### config.mk
export PLATFORM = sky130hd
export DESIGN_NAME = cell_guard_ctrl
export DESIGN_NICKNAME = d
export VERILOG_FILES = /design/src/rtl/cgc_pkg.sv /design/src/rtl/cgc_delay_timer.sv /design/src/rtl/cgc_cell_agg.sv /design/src/rtl/cgc_ovc_ctrl.sv /design/src/rtl/cgc_ovd_ctrl.sv /design/src/rtl/cell_guard_ctrl.sv
export SDC_FILE = /design/constraint.sdc
export NUM_CORES = 1
export LEC_CHECK = 0
export ABC_AREA = 1
export BUFFER_PORTS_ARGS = -buffer_cell sky130_fd_sc_hd__buf_2
export CELL_PAD_IN_SITES_DETAIL_PLACEMENT = 1
export CELL_PAD_IN_SITES_GLOBAL_PLACEMENT = 2
export CORE_ASPECT_RATIO = 2
export CORE_MARGIN = 2
export CORE_UTILIZATION = 31
export DETAILED_ROUTE_END_ITERATION = 10
export PLACE_DENSITY_LB_ADDON = 0.3
export SETUP_SLACK_MARGIN = 0.3
export SLEW_MARGIN = 20
export SYNTH_ARGS = -nofsm -noshare
export SYNTH_HDL_FRONTEND = slang
export SYNTH_SLANG_ARGS = --single-unit
### constraint.sdc
create_clock -name clk -period 1.55 [get_ports clk]
set_input_delay 0.0775 -clock clk [delete_from_list [all_inputs] [get_ports clk]]
set_output_delay 0.0775 -clock clk [all_outputs]
set_load 0.05 [all_outputs]
### src/rtl/cgc_pkg.sv
package cgc_pkg;

  // Pack-level summary of the masked per-cell comparator flags
  typedef struct packed {
    logic any_ov;   // some active cell above overcharge trip
    logic all_ocr;  // every active cell below overcharge recovery
    logic any_ud;   // some active cell below overdischarge trip
    logic all_udr;  // every active cell above overdischarge recovery
    logic any_lv;   // some active cell below low-voltage inhibit
  } cell_sum_t;

endpackage

### src/rtl/cgc_delay_timer.sv
module cgc_delay_timer #(
  parameter int unsigned LIMIT = 4
) (
  input  logic clk,
  input  logic rst_n,
  input  logic tick,
  input  logic run,
  input  logic clr,
  output logic expire
);

  localparam int unsigned CW = (LIMIT > 1) ? $clog2(LIMIT) : 1;
  localparam logic [CW-1:0] LAST = CW'(LIMIT - 1);

  logic [CW-1:0] cnt_q;
  logic [CW-1:0] cnt_d;

  assign expire = run && tick && !clr && (cnt_q == LAST);

  always_comb begin
    cnt_d = cnt_q;
    if (clr) begin
      cnt_d = '0;
    end else if (run && tick) begin
      cnt_d = expire ? '0 : cnt_q + 1'b1;
    end
  end

  always_ff @(posedge clk or negedge rst_n) begin
    if (!rst_n) begin
      cnt_q <= '0;
    end else begin
      cnt_q <= cnt_d;
    end
  end

endmodule

### src/rtl/cgc_cell_agg.sv
module cgc_cell_agg
  import cgc_pkg::*;
#(
  parameter int unsigned MAX_CELLS = 7,
  parameter int unsigned MIN_CELLS = 4,
  parameter int unsigned SEL_W     = 2
) (
  input  logic [SEL_W-1:0]     cell_sel,
  input  logic [MAX_CELLS-1:0] ov_hi,
  input  logic [MAX_CELLS-1:0] ocr_lo,
  input  logic [MAX_CELLS-1:0] ud_lo,
  input  logic [MAX_CELLS-1:0] udr_hi,
  input  logic [MAX_CELLS-1:0] lv_lo,
  output cell_sum_t            sum
);

  logic [MAX_CELLS-1:0] active;

  // Position i is in use when it lies below the selected series count
  for (genvar i = 0; i < MAX_CELLS; i++) begin : g_mask
    if (i < MIN_CELLS) begin : g_fixed
      assign active[i] = 1'b1;
    end else begin : g_sel
      assign active[i] = (int'(cell_sel) + int'(MIN_CELLS)) > i;
    end
  end

  always_comb begin
    sum.any_ov  = |(ov_hi & active);
    sum.all_ocr = &(ocr_lo | ~active);
    sum.any_ud  = |(ud_lo & active);
    sum.all_udr = &(udr_hi | ~active);
    sum.any_lv  = |(lv_lo & active);
  end

endmodule

### src/rtl/cgc_ovc_ctrl.sv
module cgc_ovc_ctrl #(
  parameter int unsigned T_OC    = 1000,
  parameter int unsigned T_RESET = 4,
  parameter int unsigned T_OCR   = 100
) (
  input  logic clk,
  input  logic rst_n,
  input  logic tick,
  input  logic any_ov,
  input  logic all_ocr,
  input  logic chg_present,
  output logic oc_q,
  output logic oc_nxt
);

  logic set_exp, dip_exp, rel_exp;
  logic set_run, set_clr, dip_run, dip_clr, rel_cond, rel_run;

  // Entry count pauses during a gap and clears only after a long gap
  assign set_run = any_ov && !oc_q;
  assign set_clr = oc_q || dip_exp;
  assign dip_run = !any_ov && !oc_q;
  assign dip_clr = any_ov || oc_q;

  // Recovery: all below recovery level, or no charger and none above trip
  assign rel_cond = all_ocr || (!chg_present && !any_ov);
  assign rel_run  = rel_cond && oc_q;

  cgc_delay_timer #(.LIMIT(T_OC)) u_set (
    .clk(clk), .rst_n(rst_n), .tick(tick),
    .run(set_run), .clr(set_clr), .expire(set_exp)
  );

  cgc_delay_timer #(.LIMIT(T_RESET)) u_dip (
    .clk(clk), .rst_n(rst_n), .tick(tick),
    .run(dip_run), .clr(dip_clr), .expire(dip_exp)
  );

  cgc_delay_timer #(.LIMIT(T_OCR)) u_rel (
    .clk(clk), .rst_n(rst_n), .tick(tick),
    .run(rel_run), .clr(!rel_run), .expire(rel_exp)
  );

  always_comb begin
    if (oc_q) begin
      oc_nxt = !rel_exp;
    end else begin
      oc_nxt = set_exp;
    end
  end

  always_ff @(posedge clk or negedge rst_n) begin
    if (!rst_n) begin
      oc_q <= 1'b0;
    end else begin
      oc_q <= oc_nxt;
    end
  end

endmodule

### src/rtl/cgc_ovd_ctrl.sv
module cgc_ovd_ctrl #(
  parameter int unsigned T_OD  = 1000,
  parameter int unsigned T_ODR = 240,
  parameter int unsigned T_SLP = 240000
) (
  input  logic clk,
  input  logic rst_n,
  input  logic tick,
  input  logic any_ud,
  input  logic all_udr,
  input  logic chg_present,
  input  logic load_present,
  output logic od_q,
  output logic od_nxt,
  output logic slp_q,
  output logic slp_nxt
);

  logic set_exp, rel_exp, slp_exp;
  logic set_run, rel_cond, rel_run, slp_run, slp_clr;

  assign set_run = any_ud && !od_q;

  // With a charger only the trip level matters; without one, the recovery
  // level and an absent load are both needed
  assign rel_cond = chg_present ? !any_ud : (all_udr && !load_present);
  assign rel_run  = rel_cond && od_q;

  assign slp_run = od_q && !slp_q;
  assign slp_clr = !od_q || slp_q;

  cgc_delay_timer #(.LIMIT(T_OD)) u_set (
    .clk(clk), .rst_n(rst_n), .tick(tick),
    .run(set_run), .clr(!set_run), .expire(set_exp)
  );

  cgc_delay_timer #(.LIMIT(T_ODR)) u_rel (
    .clk(clk), .rst_n(rst_n), .tick(tick),
    .run(rel_run), .clr(!rel_run), .expire(rel_exp)
  );

  cgc_delay_timer #(.LIMIT(T_SLP)) u_slp (
    .clk(clk), .rst_n(rst_n), .tick(tick),
    .run(slp_run), .clr(slp_clr), .expire(slp_exp)
  );

  always_comb begin
    if (od_q) begin
      od_nxt = !rel_exp;
    end else begin
      od_nxt = set_exp;
    end
    slp_nxt = od_nxt && (slp_q || slp_exp);
  end

  always_ff @(posedge clk or negedge rst_n) begin
    if (!rst_n) begin
      od_q  <= 1'b0;
      slp_q <= 1'b0;
    end else begin
      od_q  <= od_nxt;
      slp_q <= slp_nxt;
    end
  end

endmodule

### src/rtl/cell_guard_ctrl.sv
module cell_guard_ctrl
  import cgc_pkg::*;
#(
  parameter int unsigned MAX_CELLS     = 7,
  parameter int unsigned MIN_CELLS     = 4,
  parameter int unsigned T_OC          = 1000,
  parameter int unsigned T_RESET       = 4,
  parameter int unsigned T_OCR         = 100,
  parameter int unsigned T_OD          = 1000,
  parameter int unsigned T_ODR         = 240,
  parameter int unsigned T_SLP         = 240000,
  parameter bit          LV_INHIBIT_EN = 1'b1,
  localparam int unsigned SEL_W =
    (MAX_CELLS - MIN_CELLS + 1 > 1) ? $clog2(MAX_CELLS - MIN_CELLS + 1) : 1
) (
  input  logic                 clk,
  input  logic                 rst_n,
  input  logic                 tick,
  input  logic [SEL_W-1:0]     cell_sel,
  input  logic [MAX_CELLS-1:0] ov_hi,
  input  logic [MAX_CELLS-1:0] ocr_lo,
  input  logic [MAX_CELLS-1:0] ud_lo,
  input  logic [MAX_CELLS-1:0] udr_hi,
  input  logic [MAX_CELLS-1:0] lv_lo,
  input  logic                 chg_present,
  input  logic                 load_present,
  output logic                 chg_en,
  output logic                 dsg_en,
  output logic                 sleep_o
);

  cell_sum_t sum;
  logic oc_q, oc_nxt, od_q, od_nxt, slp_q, slp_nxt;
  logic lv_block;
  logic chg_en_d, dsg_en_d;

  cgc_cell_agg #(
    .MAX_CELLS(MAX_CELLS), .MIN_CELLS(MIN_CELLS), .SEL_W(SEL_W)
  ) u_agg (
    .cell_sel(cell_sel), .ov_hi(ov_hi), .ocr_lo(ocr_lo),
    .ud_lo(ud_lo), .udr_hi(udr_hi), .lv_lo(lv_lo), .sum(sum)
  );

  cgc_ovc_ctrl #(
    .T_OC(T_OC), .T_RESET(T_RESET), .T_OCR(T_OCR)
  ) u_ovc (
    .clk(clk), .rst_n(rst_n), .tick(tick),
    .any_ov(sum.any_ov), .all_ocr(sum.all_ocr), .chg_present(chg_present),
    .oc_q(oc_q), .oc_nxt(oc_nxt)
  );

  cgc_ovd_ctrl #(
    .T_OD(T_OD), .T_ODR(T_ODR), .T_SLP(T_SLP)
  ) u_ovd (
    .clk(clk), .rst_n(rst_n), .tick(tick),
    .any_ud(sum.any_ud), .all_udr(sum.all_udr),
    .chg_present(chg_present), .load_present(load_present),
    .od_q(od_q), .od_nxt(od_nxt), .slp_q(slp_q), .slp_nxt(slp_nxt)
  );

  if (LV_INHIBIT_EN) begin : g_lv
    assign lv_block = sum.any_lv;
  end else begin : g_no_lv
    assign lv_block = 1'b0;
  end

  always_comb begin
    chg_en_d = !oc_nxt && !lv_block && !(slp_nxt && !chg_present);
    dsg_en_d = !od_nxt;
  end

  always_ff @(posedge clk or negedge rst_n) begin
    if (!rst_n) begin
      chg_en <= 1'b1;
      dsg_en <= 1'b1;
    end else begin
      chg_en <= chg_en_d;
      dsg_en <= dsg_en_d;
    end
  end

  assign sleep_o = slp_q;

endmodule

==> metrics, run 1 <==
largest net degree at the start of global routing 26; EDFF count, synth 0; violated checks negative setup slack; Yosys cell types 43; RSZ-0062 raised after global routing true; Routed WL per cell roughly 17 µm; placed insts 700; die height ~160 µm; clock slew at reported path FFs ~60 ps; slew at the pin closest to its max-slew limit between 500 and 600 ps; DRC violations left 0; post-layout utilization of the core roughly 50%; crit path max fanout 4; root buffer cell clkbuf_16; Rel. slew slack around 62%; Post-Route WL about 13000 µm; Final #Nets between 600 and 700; Yosys Warn Count 0; Detail Placement HPWL between 8000 and 9000 µm; most numerous cell in the Yosys netlist nand2_1; Fmax about 570 MHz; Starting Density around a third; Mapped Area around 3600 µm²; cts bufs inserted 9; Routability Congestion 0.819; Worst Skew 7.64 ps; worst ir drop on vdd between 0.0005 and 0.0006 V; via-per-instance ratio around 5.0; Vias about 3800; Multi-input gate area between 2000 and 2500 µm²; clk sinks 60; largest area contributor in the netlist dfrtp_1; All-Layer GR Usage a little over 20%; syn_nets approximately 510; Seq. cell area approximately 1500 µm²; GR Overflow Total 0; Max-cap violations 0; Avg Inst Size Synth about 8 µm²; Hold WC Path Type in -> reg; Fillers around 1400; Max Root-Sink Buffers 2; Seq/Total Area, Yosys a little over 40%; FF+latch count, synth 60; DIE WIDTH 80.4 µm; pins over their slew limit 0; CP Class reg -> reg; Synth Instances about 470; leakage 0.00259 µW; remaining antenna violation count 0; largest cells by area after synthesis dfrtp_1 40%, nand2_1 10%, inv_1 6.7%; total power 4910 µW; nature of the critical path endpoint flop; share of cells above drive strength 1 ~46%; Setup TNS -2390 ps; status finished with violations; Tcrit/Tclk final 112%; Synth async-reset ratio 100%; Die ar. approximately 13000 µm²; H-tree levels 3; CTS tree built; # IOs between 40 and 50; vias in the first global route roughly 4300; pre-CTS setup slack -117 ps; Setup violations, final 19; Initial DRC Count 86; Post-synth top cells 97 x nand2_1, 65 x inv_1, 58 x dfrtp_1; slack of the critical path -190 ps; Clk Latency, worst-skew pair 340 ps; Pre-Repair DR Iteration Count 4; non-filler cells in the finished layout around 760; final hold vios 0; Area Overhead vs Synth 56.3%; Most used DFF post-synth dfrtp_1; initial antenna violation count 0; Port-buffer cells between 40 and 50; Power Dens Cells between 800 and 900 nW/µm²; floorplan core area between 10000 and 15000 µm²; placement row count between 50 and 60; Setup crit start kind flop; required time worst endpoint about 1800 ps; top-area cell type share of the netlist area 40.1%; worst path arrival time just under 2000 ps; min Tclk post-route ~1700 ps; first-pass GRT wire length 19900 µm; # diodes 0
[layout make-up]
| cell class | count | area share, % |
|---|---|---|
| sequential | 60 | 26.6 |
| clock buffer | 12 | 4.53 |
| timing repair buffer | 142 | 19.4 |
| clock inverter | 4 | 0.840 |
| inverter | 73 | 5.06 |
| tap | 142 | 3.14 |
| multi-input combinational | 329 | 40.5 |
[power breakdown]
group	switching (µW)	internal (µW)
combinational	508	453
sequential	160	1710
clock	757	1330
total	1420	3480
[flip-flops by register name (all words and copies together) (netlist names)]
signal             flops
u_ovd.u_slp.cnt_q     18
u_ovc.u_set.cnt_q     10
u_ovd.u_set.cnt_q     10
u_ovd.u_rel.cnt_q      8
u_ovc.u_rel.cnt_q      7
u_ovc.u_dip.cnt_q      2
chg_en                 1
dsg_en                 1
u_ovc.oc_q             1
u_ovd.od_q             1
u_ovd.slp_q            1
[cells in the final DEF (no fill, tap or decap), types with 3 or more instances in the layout]
cell / Yosys / routed
o22ai_2: 0 / 7
o21ai_0: 30 / 8
ha_2: 0 / 3
clkbuf_16: 0 / 9
nor2_2: 5 / 17
nand3_2: 3 / 6
buf_12: 0 / 3
inv_1: 65 / 53
nor4_4: 0 / 3
nand2_4: 3 / 6
o21ai_1: 6 / 14
nor3_4: 0 / 5
nand4_1: 16 / 16
o22ai_1: 14 / 7
xor2_1: 17 / 16
o21ai_2: 0 / 14
nor2_4: 3 / 8
nand2_2: 8 / 16
a21oi_2: 2 / 5
nand3_1: 36 / 27
buf_4: 1 / 67
xnor2_1: 5 / 5
nand2_1: 97 / 85
ha_4: 0 / 3
nand3_4: 0 / 6
inv_4: 1 / 5
dfrtp_1: 58 / 57
inv_2: 6 / 14
buf_6: 2 / 27
buf_2: 1 / 44
nor2_1: 45 / 28
[final timing paths]
| check | startpoint | endpoint | slack, ps | depth (start not counted) |
|---|---|---|---|---|
| min reg2reg | u_ovc.u_set.cnt_q[9]$_DFFE_PN0P_ | u_ovc.u_set.cnt_q[9]$_DFFE_PN0P_ | 530 | 2 |
| max in group asynchronous | rst_n | chg_en$_DFF_PN1_ | 740 | 3 |
| min | lv_lo[3] | chg_en$_DFF_PN1_ | 100 | 6 |
| max reg2reg | u_ovd.u_slp.cnt_q[1]$_DFFE_PN0P_ | u_ovd.u_slp.cnt_q[16]$_DFFE_PN0P_ | -190 | 11 |
| min in group asynchronous | rst_n | u_ovc.u_set.cnt_q[3]$_DFFE_PN0P_ | 240 | 2 |
| max | u_ovd.u_slp.cnt_q[1]$_DFFE_PN0P_ | u_ovd.u_slp.cnt_q[16]$_DFFE_PN0P_ | -190 | 11 |
[kinds of logic (layout without fill, tap and decap cells)]
| family | count (synthesis) | after routing | synth area share (%) |
|---|---|---|---|
| adder cells (fa/ha/maj) | 6 | 6 | 2.07 |
| buffers and inverters | 77 | 231 | 8.60 |
| XOR/XNOR | 22 | 22 | 5.32 |
| AO/OA/AOI/OAI | 67 | 67 | 11.5 |
| AND/OR/NAND/NOR | 234 | 234 | 31.0 |
| flip-flops | 60 | 60 | 41.5 |
[critical path, stage by stage, from the launching register on]
cell     delay [ps]
dfrtp_1         370
ha_2            240
nand3_4          90
inv_4            70
nand3_4          70
nor2_4          160
inv_2            70
o21ai_4         220
buf_6           140
a21oi_2          30
o21ai_1          70
nand2_1          90
[routing by layer]
metal  track usage (%)  routed length, µm
met5                 0                  0
met3              3.46                217
met1              20.2               4360
met2              40.7               7780
met4              8.88                487
[through the flow]
step | cell area (µm²) | hold slack (ps)
floorplan | 3660 | -218
global placement | 4440 | 57.8
detailed placement | 4440 | 59.5
CTS | 5180 | 75.8
global route | 5660 | 142
finish | 5660 | 96.7
[repair_timing]
item	in CTS	in global routing
hold endpoints to repair	14	0
setup buffers	19	26
hold buffers	1	0
setup endpoints to repair	55	57
gates resized for setup	68	83
pin swaps	31	37
Power figures use the tool's default switching activity.
==> run 2: changes to the inputs <==
--- a/config.mk
+++ b/config.mk
@@ -14,6 +14,7 @@
 export CORE_UTILIZATION = 31
 export DETAILED_ROUTE_END_ITERATION = 10
 export PLACE_DENSITY_LB_ADDON = 0.3
+export REMOVE_ABC_BUFFERS = 1
 export SETUP_SLACK_MARGIN = 0.3
 export SLEW_MARGIN = 20
 export SYNTH_ARGS = -nofsm -noshare
==> metrics, run 2 (synthesized netlist as in run 1, its figures left out) <==
CTS tree built; floorplan core area 11400 µm²; die height approximately 160 µm; largest net degree at the start of global routing 25; final hold vios 0; Int Pwr 3420 µW; worst path arrival time 1870 ps; reg2reg setup slack -120 ps; Pre-Repair DR Iteration Count 4; GR Overflow Total 0; number of flip-flops in the largest register 18; Detail Placement HPWL a little under 9000 µm; pins over their slew limit 0; required time worst endpoint about 1800 ps; top flop regs u_ovd.u_slp.cnt_q: 18 flops, u_ovc.u_set.cnt_q: 10 flops, u_ovd.u_set.cnt_q: 10 flops; Initial DRC Count ~130; Clk Latency, worst-skew pair roughly 330 ps; cts bufs inserted 9; worst r2r path cells 11; Post-Route WL approximately 12000 µm; Gate power share between 20 and 25%; via-per-instance ratio ~4.9; critical path, cell by cell ha_2, nand3_4, inv_2, nand3_2, nor2_4, inv_2, o21ai_4, buf_6, a21oi_2, o21ai_1, o21ai_1; slew at the pin closest to its max-slew limit 609 ps; Setup crit start kind flop; Worst Skew just over 7 ps; power share of the sequential group roughly two fifths; Max-cap violations 0; Routability Congestion about 0.8; RSZ-0062 raised after global routing true; Starting Density a little under a third; share of cells above drive strength 1 between 40% and 50%; clock share of power about two fifths; nature of the critical path endpoint flop; pre-CTS setup slack -131 ps; Rel. slew slack 59.4%; CP Buf/Inv Count 3; final instance area approximately 5500 µm²; Critical Path Stages 11; All-Layer GR Usage about 20%; min Tclk post-route around 1700 ps; total power 4820 µW; commonest non-fill, non-tap cell in the layout nand2_1; Area Overhead vs Synth 50.9%; Largest Register u_ovd.u_slp.cnt_q; CP top delay family flip-flops; leakage between 0.002 and 0.0025 µW; remaining antenna violation count 0; Power Dens Cells 882 nW/µm²; Crit. Startpoint u_ovd.u_slp.cnt_q[0]$_DFFE_PN0P_; Setup violations, final 18; P_sw about 1400 µW; CP Class reg -> reg; Sw Share between 20 and 30%; Die ar. 12600 µm²; first-pass GRT wire length between 15000 and 20000 µm; vias in the first global route 4089; clk sinks 60; Reg-to-Reg Start u_ovd.u_slp.cnt_q[0]$_DFFE_PN0P_; Max Root-Sink Buffers 2; Placement Cell Area 4410 µm²; DIE WIDTH 80.4 µm; Vias about 3700; Fmax between 600 and 700 MHz; Port-buffer cells 44; violated checks negative setup slack; Critical R2R Capture u_ovd.u_slp.cnt_q[9]$_DFFE_PN0P_; Max stage delay on crit path 380 ps; clock slew at reported path FFs 50 ps; DRC violations left 0; root buffer cell clkbuf_16; status finished with violations; slack of the critical path -115 ps; # IOs 45; H-tree levels 3; Hold WC Path Type in -> reg; most frequent cells in the layout 85 x nand2_1, 68 x buf_4, 57 x inv_1, 57 x dfrtp_1, 44 x buf_2; Final #Nets between 600 and 700; critical path capture point u_ovd.u_slp.cnt_q[9]$_DFFE_PN0P_; Tcrit/Tclk final 107%; worst ir drop on vdd just over 0.0006 V; initial antenna violation count 1; CP max stage cell dfrtp_1; crit path max fanout 4; placement row count 55; Routed WL per cell ~16 µm
-- run 2: cell types whose count changed in the layout (fill, tap and decap cells not counted), sizes merged --
cell / previous run / this run
buf: 141 / 130
clkinvlp: 1 / 0
diode: 0 / 1
inv: 72 / 73
-- run 2: routing by layer --
metal,global-route usage (%),routed length [µm],vias up
met2,40.2,7550,33
met1,20.2,4170,1825
met5,0,0,-
met3,2.94,203,16
met4,6.78,223,0
li1,-,-,1802
-- run 2: stage by stage --
| step | hold slack (ps) | cells | TNS (ps) | util, % |
|---|---|---|---|---|
| floorplan | -218 | 462 | -26.2 | - |
| global placement | 122 | 702 | -881 | 38.9 |
| detailed placement | 128 | 702 | -1880 | 38.9 |
| CTS | 132 | 734 | -969 | 44.5 |
| global route | 143 | 752 | -3490 | 48.1 |
| finish | 124 | 752 | -1260 | 48.1 |
-- run 2: power groups by stage --
stage          sequential [µW]  clock (µW)  combinational (µW)
2_1_floorplan             1850           0                 384
3_3_place_gp              1850           0                 761
3_5_place_dp              1850           0                 787
4_1_cts                   1850        2020                 859
5_1_grt                   1880        2080                1090
6_report                  1870        1970                 983
-- run 2: worst min path at each step --
stage / slack (ps) / start / to / depth (start not counted)
after floorplan: -220 / rst_n / u_ovc.oc_q$_DFF_PN0_ / 0
after global placement: 120 / rst_n / u_ovc.u_set.cnt_q[6]$_DFFE_PN0P_ / 1
after detailed placement: 130 / rst_n / u_ovd.od_q$_DFF_PN0_ / 1
after CTS: 130 / lv_lo[3] / chg_en$_DFF_PN1_ / 6
after global routing: 140 / lv_lo[3] / chg_en$_DFF_PN1_ / 6
final: 120 / lv_lo[5] / chg_en$_DFF_PN1_ / 6
-- run 2: area by class of cell --
cell class	instances	area [µm²]
diodes	1	2.50
well taps	142	178
clock inverters	4	48.8
multi-input cells	329	2240
fillers	1351	5890
flip-flops and latches	60	1510
inverters	73	289
repair buffers	131	961
clock buffers	12	236
-- run 2: what timing repair did --
| action | CTS | global route |
|---|---|---|
| pin swaps | 19 | 40 |
| hold buffers | 1 | 0 |
| setup endpoints to repair | 54 | 57 |
| endpoints found under the hold margin | 17 | 0 |
| setup buffers | 15 | 17 |
| resized for setup | 71 | 65 |
-- run 2: worst register-to-register path: cells and delay by family (launching register included) --
kind / cells / cell delay [ps]
adders and majority gates: 1 / 220
AOI/OAI and AO/OA: 4 / 370
buffers and inverters: 3 / 250
and+or+nand+nor: 3 / 310
DFF: 1 / 380
==> run 3: changes to the inputs <==
--- a/config.mk
+++ b/config.mk
@@ -7,11 +7,12 @@
 export LEC_CHECK = 0
 export ABC_AREA = 1
 export BUFFER_PORTS_ARGS = -buffer_cell sky130_fd_sc_hd__buf_2
+export CAP_MARGIN = 25
 export CELL_PAD_IN_SITES_DETAIL_PLACEMENT = 1
 export CELL_PAD_IN_SITES_GLOBAL_PLACEMENT = 2
 export CORE_ASPECT_RATIO = 2
 export CORE_MARGIN = 2
-export CORE_UTILIZATION = 31
+export CORE_UTILIZATION = 34
 export DETAILED_ROUTE_END_ITERATION = 10
 export PLACE_DENSITY_LB_ADDON = 0.3
 export REMOVE_ABC_BUFFERS = 1
==> constraint.sdc (replaced) <==
create_clock -name clk -period 1.65 [get_ports clk]
set_input_delay 0.0825 -clock clk [delete_from_list [all_inputs] [get_ports clk]]
set_output_delay 0.0825 -clock clk [all_outputs]
set_load 0.05 [all_outputs]
==> metrics, run 3 (synthesized netlist as in run 1, its figures left out) <==
first-pass GRT wire length 19100 µm; DRC violations left 0; Fmax between 500 and 600 MHz; most frequent cells in the layout 85 x nand2_1, 58 x dfrtp_1, 52 x inv_1, 49 x buf_4, 44 x buf_2; vias in the first global route around 4200; Setup violations, final 3; placed insts around 670; Multi-input gate area about 2300 µm²; leakage roughly 0.0023 µW; slack of the critical path -18.0 ps; worst ir drop on vdd roughly 0.00052 V; required time worst endpoint 1870 ps; # IOs 45; violated checks negative setup slack; nature of the critical path endpoint flop; All-Layer GR Usage between 20% and 30%; slew at the pin closest to its max-slew limit ~440 ps; number of flip-flops in the largest register 18; RSZ-0062 raised after global routing true; min Tclk post-route about 1700 ps; Rel. slew slack 70.8%; final instance area around 5300 µm²; initial antenna violation count 0; Detail Placement HPWL between 8000 and 9000 µm; Max Root-Sink Buffers 2; root buffer cell clkbuf_16; Setup crit start kind flop; Starting Density 34.8%; top flop regs u_ovd.u_slp.cnt_q: 18 flops, u_ovc.u_set.cnt_q: 10 flops, u_ovd.u_set.cnt_q: 10 flops; final hold vios 0; Max-cap violations 0; GR Overflow Total 0; Power Dens Cells roughly 830 nW/µm²; Vias approximately 3700; Largest Register u_ovd.u_slp.cnt_q; Clk Latency, worst-skew pair 330 ps; Hold WS ~140 ps; Area Overhead vs Synth 46.1%; non-filler cells in the finished layout 724; # diodes 0; clock slew at reported path FFs about 60 ps; Routability Congestion roughly 0.8; worst path arrival time roughly 1900 ps; Tcrit/Tclk final 101%; Fillers approximately 1300; Initial DRC Count approximately 110; Hold WC Path Type in -> reg; crit path max fanout 4; Pre-Repair DR Iteration Count 4; remaining antenna violation count 0; Seq. cell area 1500 µm²; Routed WL per cell roughly 17 µm; pins over their slew limit 0; Die ar. 11500 µm²; CP Class reg -> reg; Placement Cell Area roughly 4200 µm²; DIE WIDTH around 77 µm; die height 150 µm; via-per-instance ratio approximately 5.0; status finished with violations; CTS tree built; Final #Nets 630; largest net degree at the start of global routing between 60 and 70; Port-buffer cells between 40 and 50; share of cells above drive strength 1 ~43%; cts bufs inserted 9; placement row count 53; Post-Route WL between 10000 and 15000 µm; Worst Skew ~3.4 ps; H-tree levels 3; clk sinks 60; commonest non-fill, non-tap cell in the layout nand2_1; total power approximately 4400 µW; pre-CTS setup slack -53.7 ps; floorplan core area between 10000 and 15000 µm²
[run 3: changes by cell type in the layout (fill, tap and decap cells not counted), moves of 5 or more]
cell	change
buf_4	-19
inv_1	-5
nor2_4	+5
inv_2	+6
nand3_2	+8
nand3_1	-6
[run 3: what timing repair did]
| action | CTS | global route |
|---|---|---|
| resized for setup | 75 | 74 |
| pin swaps | 32 | 25 |
| setup buffers | 20 | 14 |
| endpoints found under the hold margin | 58 | 0 |
| endpoints found under the setup margin | 54 | 56 |
| hold buffers | 1 | 0 |
[run 3: layout make-up]
| class | count | area share, % |
|---|---|---|
| Multi-Input combinational cell | 329 | 42.8 |
| Sequential cell | 60 | 28.4 |
| Timing Repair Buffer | 109 | 14.7 |
| Inverter | 73 | 5.42 |
| Clock buffer | 10 | 4.52 |
| Tap cell | 137 | 3.24 |
| Clock inverter | 6 | 0.922 |
[run 3: critical path, stage by stage, from the launching register on]
cell and delay (ps):
dfrtp_1 440, nor4_4 350, nand3_1 180, o21ai_4 270, buf_4 150, a21oi_1 30
o21ai_1 90, nand2_1 60
[run 3: per-layer routing]
metal	share of wire [%]	track usage [%]
met5	0	0
met4	4.2	9.64
met3	1.6	2.53
met2	61	44.4
met1	33	18.9
[run 3: metrics by stage]
step	TNS, ps	utilization [%]
2_1_floorplan	0	-
3_3_place_gp	-26.5	40.5
3_5_place_dp	-181	40.5
4_1_cts	-3.86	47.1
5_1_grt	-1420	50.8
6_report	-36.5	50.8
[run 3: final timing paths]
check                                                        from                                 to  slack [ps]  depth (start not counted)
worst max-delay path            u_ovd.u_slp.cnt_q[14]$_DFFE_PN0P_  u_ovd.u_slp.cnt_q[16]$_DFFE_PN0P_         -20                          7
worst min-delay path                                         tick   u_ovd.u_slp.cnt_q[6]$_DFFE_PN0P_         140                          3
worst max register to register  u_ovd.u_slp.cnt_q[14]$_DFFE_PN0P_  u_ovd.u_slp.cnt_q[16]$_DFFE_PN0P_         -20                          7
worst min register to register  u_ovd.u_slp.cnt_q[17]$_DFFE_PN0P_  u_ovd.u_slp.cnt_q[17]$_DFFE_PN0P_         520                          2
max in group asynchronous                                   rst_n                   dsg_en$_DFF_PN1_        1010                          3
min in group asynchronous                                   rst_n   u_ovc.u_set.cnt_q[2]$_DFFE_PN0P_         270                          3
[run 3: power by group]
group          internal (µW)  switching [µW]
registers               1600             138
logic                    386             476
clock network           1070             735
total                   3050            1350
